[src/rtl/cfgld_pkg.sv]
package cfgld_pkg;
  typedef enum logic [1:0] {TW_START, TW_STOP, TW_WRITE, TW_READ} tw_op_e;

  typedef enum logic [3:0] {
    SQ_START, SQ_DEVW, SQ_PTR, SQ_RSTART, SQ_DEVR,
    SQ_READ, SQ_STOP, SQ_FIN, SQ_DONE
  } seq_st_e;

  localparam int unsigned IMG_BYTES = 15;
  localparam int unsigned IDX_W     = $clog2(IMG_BYTES);
  localparam int unsigned UID_BYTES = 8;
  localparam logic [7:0]  LAT_DFLT  = 8'd4;
  localparam logic [7:0]  GNT_DFLT  = 8'd2;
endpackage

[src/rtl/cfgld_twi.sv]
module cfgld_twi
  import cfgld_pkg::*;
#(
  parameter int unsigned QDIV = 4
) (
  input  logic       clk,
  input  logic       rst,
  input  logic       cmd_valid,
  input  tw_op_e     cmd_op,
  input  logic [7:0] cmd_byte,
  input  logic       cmd_last,
  input  logic       sda_i,
  output logic       scl_o,
  output logic       sda_low_o,
  output logic       done,
  output logic [7:0] rx_byte,
  output logic       ack_ok
);
  localparam int unsigned CW = (QDIV > 1) ? $clog2(QDIV) : 1;

  logic [CW-1:0] div_q;
  logic          active;
  tw_op_e        op_q;
  logic [1:0]    ph;
  logic [3:0]    bit_q;
  logic [8:0]    sh_q;
  logic [8:0]    rx_q;
  logic          tick;
  logic          last_bit;

  // line pattern per quarter: {scl, sda_low}
  function automatic logic [1:0] pat(tw_op_e op, logic [1:0] p, logic b);
    logic [1:0] r;
    case (op)
      TW_START: case (p)
        2'd0: r = 2'b00;
        2'd1: r = 2'b10;
        2'd2: r = 2'b11;
        default: r = 2'b01;
      endcase
      TW_STOP: case (p)
        2'd0: r = 2'b01;
        2'd1: r = 2'b11;
        default: r = 2'b10;
      endcase
      default: case (p)
        2'd1, 2'd2: r = {1'b1, ~b};
        default: r = {1'b0, ~b};
      endcase
    endcase
    return r;
  endfunction

  assign tick     = active && (div_q == CW'(QDIV - 1));
  assign last_bit = (op_q == TW_START || op_q == TW_STOP) ? 1'b1 : (bit_q == 4'd8);
  assign rx_byte  = rx_q[8:1];
  assign ack_ok   = ~rx_q[0];

  always_ff @(posedge clk) begin
    if (rst) begin
      active    <= 1'b0;
      div_q     <= '0;
      op_q      <= TW_STOP;
      ph        <= 2'd0;
      bit_q     <= 4'd0;
      sh_q      <= '1;
      rx_q      <= '0;
      scl_o     <= 1'b1;
      sda_low_o <= 1'b0;
      done      <= 1'b0;
    end else begin
      done <= 1'b0;
      if (!active) begin
        if (cmd_valid) begin
          active <= 1'b1;
          div_q  <= '0;
          op_q   <= cmd_op;
          ph     <= 2'd0;
          bit_q  <= 4'd0;
          sh_q   <= (cmd_op == TW_WRITE) ? {cmd_byte, 1'b1} : {8'hFF, cmd_last};
          {scl_o, sda_low_o} <= pat(cmd_op, 2'd0,
                                    (cmd_op == TW_WRITE) ? cmd_byte[7] : 1'b1);
        end
      end else begin
        div_q <= tick ? '0 : div_q + 1'b1;
        if (tick) begin
          if (ph == 2'd2) rx_q <= {rx_q[7:0], sda_i};
          if (ph == 2'd3) begin
            if (last_bit) begin
              active <= 1'b0;
              done   <= 1'b1;
            end else begin
              bit_q <= bit_q + 4'd1;
              ph    <= 2'd0;
              sh_q  <= {sh_q[7:0], 1'b1};
              {scl_o, sda_low_o} <= pat(op_q, 2'd0, sh_q[7]);
            end
          end else begin
            ph <= ph + 2'd1;
            {scl_o, sda_low_o} <= pat(op_q, ph + 2'd1, sh_q[8]);
          end
        end
      end
    end
  end
endmodule

[src/rtl/cfgld_seq.sv]
module cfgld_seq
  import cfgld_pkg::*;
#(
  parameter logic [6:0] DEV_ADDR = 7'h50
) (
  input  logic             clk,
  input  logic             rst,
  input  logic             tw_done,
  input  logic             tw_ack_ok,
  output logic             tw_valid,
  output tw_op_e           tw_op,
  output logic [7:0]       tw_byte,
  output logic             tw_last,
  output logic             ld_en,
  output logic [IDX_W-1:0] ld_idx,
  output logic             dflt_en,
  output logic             fin,
  output logic             busy,
  output logic             present
);
  seq_st_e st;
  logic    issued;

  always_comb begin
    tw_valid = !issued && !(st inside {SQ_FIN, SQ_DONE});
    case (st)
      SQ_START, SQ_RSTART:      tw_op = TW_START;
      SQ_DEVW, SQ_PTR, SQ_DEVR: tw_op = TW_WRITE;
      SQ_READ:                  tw_op = TW_READ;
      default:                  tw_op = TW_STOP;
    endcase
    case (st)
      SQ_DEVW: tw_byte = {DEV_ADDR, 1'b0};
      SQ_DEVR: tw_byte = {DEV_ADDR, 1'b1};
      default: tw_byte = 8'h00;
    endcase
    tw_last = (ld_idx == IDX_W'(IMG_BYTES - 1));
    ld_en   = (st == SQ_READ) && tw_done;
    dflt_en = (st == SQ_DEVW) && tw_done && !tw_ack_ok;
    fin     = (st == SQ_FIN);
  end

  always_ff @(posedge clk) begin
    if (rst) begin
      st      <= SQ_START;
      issued  <= 1'b0;
      ld_idx  <= '0;
      busy    <= 1'b1;
      present <= 1'b0;
    end else begin
      if (tw_valid) issued <= 1'b1;
      if (tw_done)  issued <= 1'b0;
      case (st)
        SQ_START:  if (tw_done) st <= SQ_DEVW;
        SQ_DEVW:   if (tw_done) begin
                     present <= tw_ack_ok;
                     st      <= tw_ack_ok ? SQ_PTR : SQ_STOP;
                   end
        SQ_PTR:    if (tw_done) st <= SQ_RSTART;
        SQ_RSTART: if (tw_done) st <= SQ_DEVR;
        SQ_DEVR:   if (tw_done) st <= SQ_READ;
        SQ_READ:   if (tw_done) begin
                     if (tw_last) st <= SQ_STOP;
                     else ld_idx <= ld_idx + 1'b1;
                   end
        SQ_STOP:   if (tw_done) st <= SQ_FIN;
        SQ_FIN:    begin
                     busy <= 1'b0;
                     st   <= SQ_DONE;
                   end
        default:   st <= SQ_DONE;
      endcase
    end
  end
endmodule

[src/rtl/cfgld_regs.sv]
module cfgld_regs
  import cfgld_pkg::*;
#(
  parameter logic [15:0] DFLT_VENDOR = 16'h0000,
  parameter logic [15:0] DFLT_SUBSYS = 16'h0000
) (
  input  logic             clk,
  input  logic             rst,
  input  logic             ld_en,
  input  logic [IDX_W-1:0] ld_idx,
  input  logic [7:0]       ld_byte,
  input  logic             dflt_en,
  input  logic             lock_en,
  input  logic             busy,
  input  logic             sw_we,
  input  logic             sw_sel,
  input  logic [31:0]      sw_data,
  output logic [63:0]      uid,
  output logic [15:0]      vendor_id,
  output logic [15:0]      subsys_id,
  output logic [7:0]       max_lat,
  output logic [7:0]       min_gnt,
  output logic [2:0]       en_flags
);
  logic locked;

  always_ff @(posedge clk) begin
    if (rst) begin
      uid       <= '0;
      vendor_id <= '0;
      subsys_id <= '0;
      max_lat   <= '0;
      min_gnt   <= '0;
      en_flags  <= '0;
      locked    <= 1'b0;
    end else begin
      if (ld_en) begin
        case (ld_idx)
          IDX_W'(0): max_lat         <= ld_byte;
          IDX_W'(1): vendor_id[7:0]  <= ld_byte;
          IDX_W'(2): vendor_id[15:8] <= ld_byte;
          IDX_W'(3): subsys_id[7:0]  <= ld_byte;
          IDX_W'(4): min_gnt         <= ld_byte;
          IDX_W'(5): subsys_id[15:8] <= ld_byte;
          IDX_W'(6): en_flags        <= ld_byte[7:5];
          default: ;
        endcase
        for (int b = 0; b < UID_BYTES; b++) begin
          if (ld_idx == IDX_W'(IMG_BYTES - 1 - b)) uid[b*8 +: 8] <= ld_byte;
        end
      end
      if (dflt_en) begin
        max_lat   <= LAT_DFLT;
        min_gnt   <= GNT_DFLT;
        vendor_id <= DFLT_VENDOR;
        subsys_id <= DFLT_SUBSYS;
        en_flags  <= '0;
      end
      if (lock_en) locked <= 1'b1;
      if (sw_we && !busy && !locked) begin
        if (sw_sel) uid[63:32] <= sw_data;
        else        uid[31:0]  <= sw_data;
      end
    end
  end
endmodule

[src/rtl/cfg_rom_loader.sv]
module cfg_rom_loader
  import cfgld_pkg::*;
#(
  parameter int unsigned QDIV        = 4,
  parameter logic [6:0]  DEV_ADDR    = 7'h50,
  parameter logic [15:0] DFLT_VENDOR = 16'h1B0C,
  parameter logic [15:0] DFLT_SUBSYS = 16'h7E55
) (
  input  logic        clk,
  input  logic        rst,
  output logic        scl_o,
  output logic        sda_low_o,
  input  logic        sda_i,
  input  logic        slv_req,
  output logic        slv_retry,
  input  logic        sw_we,
  input  logic        sw_sel,
  input  logic [31:0] sw_data,
  output logic        busy,
  output logic        rom_present,
  output logic [31:0] ver_word,
  output logic [63:0] uid,
  output logic [15:0] vendor_id,
  output logic [15:0] subsys_id,
  output logic [7:0]  max_lat,
  output logic [7:0]  min_gnt,
  output logic [2:0]  en_flags
);
  tw_op_e           tw_op;
  logic             tw_valid, tw_done, tw_ack_ok, tw_last;
  logic [7:0]       tw_byte, rx_byte;
  logic             ld_en, dflt_en, fin;
  logic [IDX_W-1:0] ld_idx;

  cfgld_twi #(.QDIV(QDIV)) u_twi (
    .clk(clk), .rst(rst), .cmd_valid(tw_valid), .cmd_op(tw_op),
    .cmd_byte(tw_byte), .cmd_last(tw_last), .sda_i(sda_i),
    .scl_o(scl_o), .sda_low_o(sda_low_o), .done(tw_done),
    .rx_byte(rx_byte), .ack_ok(tw_ack_ok)
  );

  cfgld_seq #(.DEV_ADDR(DEV_ADDR)) u_seq (
    .clk(clk), .rst(rst), .tw_done(tw_done), .tw_ack_ok(tw_ack_ok),
    .tw_valid(tw_valid), .tw_op(tw_op), .tw_byte(tw_byte), .tw_last(tw_last),
    .ld_en(ld_en), .ld_idx(ld_idx), .dflt_en(dflt_en), .fin(fin),
    .busy(busy), .present(rom_present)
  );

  cfgld_regs #(.DFLT_VENDOR(DFLT_VENDOR), .DFLT_SUBSYS(DFLT_SUBSYS)) u_regs (
    .clk(clk), .rst(rst), .ld_en(ld_en), .ld_idx(ld_idx), .ld_byte(rx_byte),
    .dflt_en(dflt_en), .lock_en(fin && rom_present), .busy(busy),
    .sw_we(sw_we), .sw_sel(sw_sel), .sw_data(sw_data),
    .uid(uid), .vendor_id(vendor_id), .subsys_id(subsys_id),
    .max_lat(max_lat), .min_gnt(min_gnt), .en_flags(en_flags)
  );

  assign slv_retry = slv_req && busy;
  assign ver_word  = {7'd0, rom_present, 24'd0};
endmodule

[config.mk]
export PLATFORM = sky130hd
export DESIGN_NAME = cfg_rom_loader
export DESIGN_NICKNAME = d
export VERILOG_FILES = /design/src/rtl/cfgld_pkg.sv /design/src/rtl/cfgld_twi.sv /design/src/rtl/cfgld_seq.sv /design/src/rtl/cfgld_regs.sv /design/src/rtl/cfg_rom_loader.sv
export SDC_FILE = /design/constraint.sdc
export NUM_CORES = 1
export LEC_CHECK = 0
export ABC_AREA = 1
export BUFFER_PORTS_ARGS = -buffer_cell sky130_fd_sc_hd__buf_2
export CORE_MARGIN = 3
export CORE_UTILIZATION = 25
export CTS_CLUSTER_DIAMETER = 40
export DETAILED_ROUTE_END_ITERATION = 6
export PLACE_DENSITY = 0.53
export SKIP_CTS_REPAIR_TIMING = 1
export SLEW_MARGIN = 20
export SYNTH_ARGS = -nofsm -noshare
export SYNTH_HDL_FRONTEND = slang
export SYNTH_SLANG_ARGS = --single-unit
[constraint.sdc]
create_clock -name clk -period 1.6 [get_ports clk]
set_clock_uncertainty 0.15 [all_clocks]
set_input_delay 0.08 -clock clk [delete_from_list [all_inputs] [get_ports clk]]
set_output_delay 0.08 -clock clk [all_outputs]
set_load 0.02 [all_outputs]
==> metrics, run 1 <==
pre-CTS setup slack=-0.0815 ns; final count of hold timing violations=0; WL/cell=16.1 µm; Core ar.=30900 µm²; final core occ=39.9%; CTS root buffer=clkbuf_16; library cells used by synthesis=31; crit share post-route=104%; Fmax=599 MHz; Tmin final=1.67 ns; run status=complete, but fails checks; Routed WL=30.2 mm; most frequent CP cell=nand3_2; PD cells=729 nW/µm²; CTS Buf Count=17; max-cap viol count=0; Worst path slowest cell=dfxtp_2; syn_area_per_cell=6.74 µm²; initial antenna violation count=1; register area share after synthesis=40.1%; share of layout cells above drive strength 1=40.2%; Worst Tran Pin Value=0.502 ns; Max VDD drop=673 µV; #FFs+latches synth=159; ant diodes=0; io pins=190; # DRC=0; pin count of the biggest net entering global routing=63; first-pass GRT wire length=39.3 mm; final setup violation count=86; Hold Path Class=in -> reg; vias in the first global route=7383; Routed Antenna Nets=0; M2 GR Usage=23.1%; met1 usage=19.9%; Worst path max stage delay=0.34 ns; worst-skew pair later-pin latency=0.44 ns; gpl congestion=0.874; signal arrival time at the worst endpoint=1.85 ns; worst-path maximum fanout=7; Final Net Count=1512; starting density of the core=25.7%; register area=3210 µm²; RSZ-0062 raised after global routing=true; DR vias/cell=4.63; GR peak layer=met2; violated checks=setup timing; CTS tree=done; Worst slew margin=66.5%; clock tree buffer depth=2; CP startpoint kind=flip-flop; fin. max-slew vios=0; Synth Instances=1178; Setup crit end kind=flip-flop; area delta synth->final=55.6%; setup ws final=-0.0704 ns; DIE AREA=33900 µm²; Vias=8684; Port Buffer Count=158; hold slack=0.133 ns; Leak=6.13 nW; Fill cells=3241; area of the mapped netlist=7940 µm²; footprint of the multi-input gates=4780 µm²; gr ovfl total=0; Die X-Extent=184 µm; CP Class=reg -> reg; CP Cell Sequence=inv_2, nor2_4, nand2_4, nor2_8, buf_6, inv_8, clkbuf_16, nand2_1, nand3_2, nand3_2, inv_1; Iter 0 DRT Violations=495; CTS H-tree depth=4; CTS Sinks=159; DR pass1 iterations=6; Critical Path RT=1.78 ns; Worst-path clk slew=0.07 ns; Die Ht=184 µm; dpl hpwl=18.6 mm; total track usage=14.8%; # rows=64; met3 usage=4.03%; synth warn=0
==> stage by stage <==
step           cells  instance area [µm²]  power, mW  TNS (ns)
3_5_place_dp    1774                 9800       4.55     -3.70
4_1_cts         1806                10400       8.92     -5.84
6_report        1874                12300       9.00     -1.98
5_1_grt         1874                12300       9.30    -11.89
2_1_floorplan   1208                 8080       4.44   -0.0666
3_3_place_gp    1774                 9800       4.55     -2.46
==> routing by layer <==
| layer | wire length (µm) | vias to the layer above |
|---|---|---|
| li1 | - | 4297 |
| met1 | 13800 | 4049 |
| met2 | 13800 | 289 |
| met3 | 1840 | 47 |
| met4 | 720 | 2 |
| met5 | 7 | - |
==> final timing paths <==
check	depth (start not counted)	end	start	slack, ns
setup / recovery	11	u_regs.uid[35]	u_seq.st[2]	-0.07
hold / removal	6	u_regs.uid[37]	sw_sel	0.13
setup reg to reg	11	u_regs.uid[35]	u_seq.st[2]	-0.07
hold reg to reg	2	u_regs.vendor_id[14]	u_regs.vendor_id[14]	0.29
==> report_power, final <==
part | total [mW] | switching, mW | internal [mW] | leakage, nW
Clock | 4.38 | 1.98 | 2.39 | 0.301
Sequential | 4.02 | 0.0286 | 3.99 | 1.29
Combinational | 0.606 | 0.358 | 0.247 | 4.54
==> cell usage in the layout, fill, tap and decap left out, types with 11 or more instances in the layout <==
cell,count
buf_4,72
buf_6,28
nand2_4,25
nand3_1,94
nor2_2,14
clkbuf_16,28
nor2_1,53
a21oi_1,45
dfxtp_2,11
dfxtp_1,145
nand3_2,42
dlygate4sd3_1,34
o21ai_0,79
or2_2,34
buf_2,159
nand2_2,39
o21ai_1,34
a21oi_2,18
buf_12,17
inv_2,18
nor2_4,14
or2_4,14
inv_1,105
nand2_1,230
conb_1,31
==> cell usage after synthesis, drive strengths merged <==
cell    count  share of area [%]
a211oi      1              0.095
xor2        1               0.11
a31oi       2               0.16
nand3     139                9.0
ha          9                1.4
nor2       81                4.3
o21ai     123                7.8
nor3        6               0.38
clkbuf     34                1.6
clkinv      1              0.047
dfxtp     159                 40
nand3b      1              0.095
nand4      10               0.79
nand2     299                 14
conb        1              0.047
a21oi      63                4.0
buf        57                4.8
inv       133                6.3
o21bai      8               0.76
o211ai      2               0.19
or2        48                3.8
==> flip-flops by register name (all words and copies together), names as in the netlist, 4 cells and up <==
name	count
u_twi.bit_q	4
u_regs.max_lat	8
u_regs.min_gnt	8
u_regs.subsys_id	16
u_seq.ld_idx	4
u_regs.vendor_id	16
u_twi.sh_q	9
u_seq.st	4
u_twi.rx_q	9
u_regs.uid	64
==> worst max-delay path, delay by kind of cell, from the launching register on <==
family        cells  cell delay [ns]
flops             1             0.34
simple gates      6             0.61
buf+inv           5             0.46
==> cell families (layout without fill, tap and decap cells) <==
family,Yosys count,count (layout),synth area share (%)
simple gates,584,586,32.6
buf+inv,225,493,12.8
compound gates,199,199,12.9
flops,159,159,40.1
fa+ha+maj,9,9,1.42
other cells,1,31,0.0473
xor+xnor,1,1,0.110
==> final cells by class <==
type	instances	share of cell area, %
multi-input cells	826	38.7
flip-flops and latches	159	26.0
repair buffers	326	21.7
inverters	134	4.50
well taps	396	4.01
clock buffers	17	3.45
clock inverters	15	1.52
repair inverters	1	0.0608
(Power assumes the default switching activity.)
==> run 2, diff against run 1 <==
CORE_UTILIZATION = 49   (was 25)
PLACE_DENSITY = 0.85   (was 0.53)
==> run 2 against run 1 <==
Effect of this change:
- the run still ends with setup timing left
- routed wire length decreased by 11%
- worst hold slack got worse by 0.070 ns
- maximum frequency decreased by 5.8%
- largest cell class unchanged
- largest power group unchanged
==> metrics, run 2 (synthesis gave the netlist of run 1 again) <==
run status=complete, but fails checks; violated checks=setup timing; io pins=190; area delta synth->final=39.8%; fin. max-slew vios=0; Reg2Reg Setup Slack=-0.17 ns; final core occ=71.4%; signal arrival time at the worst endpoint=1.93 ns; Clk pwr share=48.6%; starting density of the core=51.1%; setup ws final=-0.174 ns; Worst Hold End=u_regs.uid[34]; Crit path buffers/inverters=3; Max VDD drop=751 µV; commonest cells after routing, fill and taps aside=nand2_1, buf_2, dfxtp_1, nand3_1, inv_1; Tmin final=1.77 ns; biggest registers after layout=u_regs.uid (64), u_regs.subsys_id (16), u_regs.vendor_id (16); # DRC=0; DR vias/cell=5.41; Die Ht=133 µm; Worst path slowest cell=dfxtp_2; hold path cells=6; Routed Antenna Nets=0; CP Cell Sequence=buf_4, nor2_2, nand3_1, nor2_4, inv_4, nand2_4, inv_2, o21ai_0, a21oi_1; Iter 0 DRT Violations=935; # rows=45; DR pass1 iterations=6; r2r worst-path depth=9; CTS root buffer=clkbuf_16; initial antenna violation count=0; DIE AREA=17800 µm²; Final Net Count=1478; gr ovfl total=0; Die X-Extent=133 µm; first-pass GRT wire length=36.0 mm; CTS Buf Count=17; critical path's top delay family=simple AND/OR/NAND/NOR gates; commonest non-fill, non-tap cell in the layout=nand2_1; Hold Path Class=in -> reg; reg2reg end=u_regs.subsys_id[8]; crit share post-route=111%; switching portion of total power=23.3%; Worst slew margin=63.2%; RSZ-0062 raised after global routing=true; Internal=6.83 mW; Core ar.=15500 µm²; CP Class=reg -> reg; largest register by flop count=u_regs.uid; worst-path maximum fanout=15; Worst Tran Pin Value=0.552 ns; final setup violation count=128; combinational fraction of design power=6.2%; ant diodes=0; Routed WL=26.8 mm; pin count of the biggest net entering global routing=73; share of layout cells above drive strength 1=32.0%; vias in the first global route=7430; Leak=5.68 nW; CP startpoint kind=flip-flop; max reg flops=64; hold_sp=sw_sel; CTS Sinks=159; Fmax=564 MHz; Worst-path clk slew=0.06 ns; WL/cell=16.2 µm; gpl congestion=0.865; Setup crit end kind=flip-flop; sw power=2.08 mW; PD cells=803 nW/µm²; total track usage=24.7%; CTS tree=done; Critical Path RT=1.76 ns; CTS H-tree depth=4; worst-skew pair later-pin latency=0.43 ns; Worst path max stage delay=0.33 ns; final instance area=11100 µm²; DP Area=9390 µm²; Vias=8949; Port Buffer Count=158; final count of hold timing violations=0; reg-to-reg startpoint=u_seq.st[2]; dpl hpwl=15.6 mm; max-cap viol count=0; clock tree buffer depth=2; sequential power share=45.2%
## run 2: cell count changes in the layout (fill, tap and decap cells not counted), sizes merged
cell,change
inv,-10
buf,-28
bufinv,+2
clkbuf,-6
clkinv,+5
clkinvlp,+1
nand3,+1
## run 2: worst reg2reg max path: stages (launching register included)
cell and delay [ns]:
dfxtp_2 0.33, buf_4 0.15, nor2_2 0.15, nand3_1 0.18
nor2_4 0.18, inv_4 0.08, nand2_4 0.12, inv_2 0.13
o21ai_0 0.12, a21oi_1 0.08
## run 2: power groups by stage
stage / logic, mW / clock network (mW) / registers (mW)
after floorplan: 0.327 / 0 / 4.11
after global placement: 0.408 / 0 / 4.11
final: 0.555 / 4.33 / 4.02
after global routing: 0.605 / 4.54 / 4.03
after CTS: 0.424 / 4.32 / 4.02
after detailed placement: 0.416 / 0 / 4.11
## run 2: worst max-delay path by stage
| stage | slack, ns | from | cells after the start | end |
|---|---|---|---|---|
| floorplan | -0.007 | u_seq.st[3] | 10 | u_regs.uid[22] |
| detailed placement | -0.13 | u_seq.st[0] | 9 | u_regs.vendor_id[4] |
| global route | -0.24 | u_seq.st[2] | 9 | u_regs.en_flags[0] |
| CTS | -0.17 | u_seq.st[0] | 9 | u_regs.uid[45] |
| finish | -0.17 | u_seq.st[2] | 9 | u_regs.subsys_id[8] |
| global placement | -0.06 | u_seq.st[0] | 9 | u_regs.vendor_id[4] |
## run 2: stage by stage
stage	power [mW]	std cells	hold WS [ns]	setup TNS [ns]	setup WS, ns
floorplan	4.44	1208	0.123	-0.0666	-0.00699
global placement	4.52	1567	0.238	-1.21	-0.0578
detailed placement	4.53	1567	0.249	-4.63	-0.131
CTS	8.77	1598	-0.197	-7.13	-0.170
global route	9.17	1654	0.0870	-20.37	-0.236
finish	8.91	1654	0.0636	-8.13	-0.174
## run 2: metal layers
layer,wire [µm],share of wire [%],vias up,track usage (%)
met5,0,0,-,0
met3,2540,9.5,72,6.19
met1,10100,38,4144,30.4
met2,13400,50,513,42.6
li1,-,-,4220,-
met4,824,3.1,0,7.77
## run 2: area by class of cell
type / instances / area (µm²)
Tap cell: 211 / 264
Clock inverter: 13 / 189
Fill cell: 1140 / 4450
Timing Repair Buffer: 291 / 2160
Sequential cell: 159 / 3200
Timing Repair inverter: 1 / 7.51
Multi-Input combinational cell: 827 / 4320
Clock buffer: 18 / 429
Inverter: 134 / 524
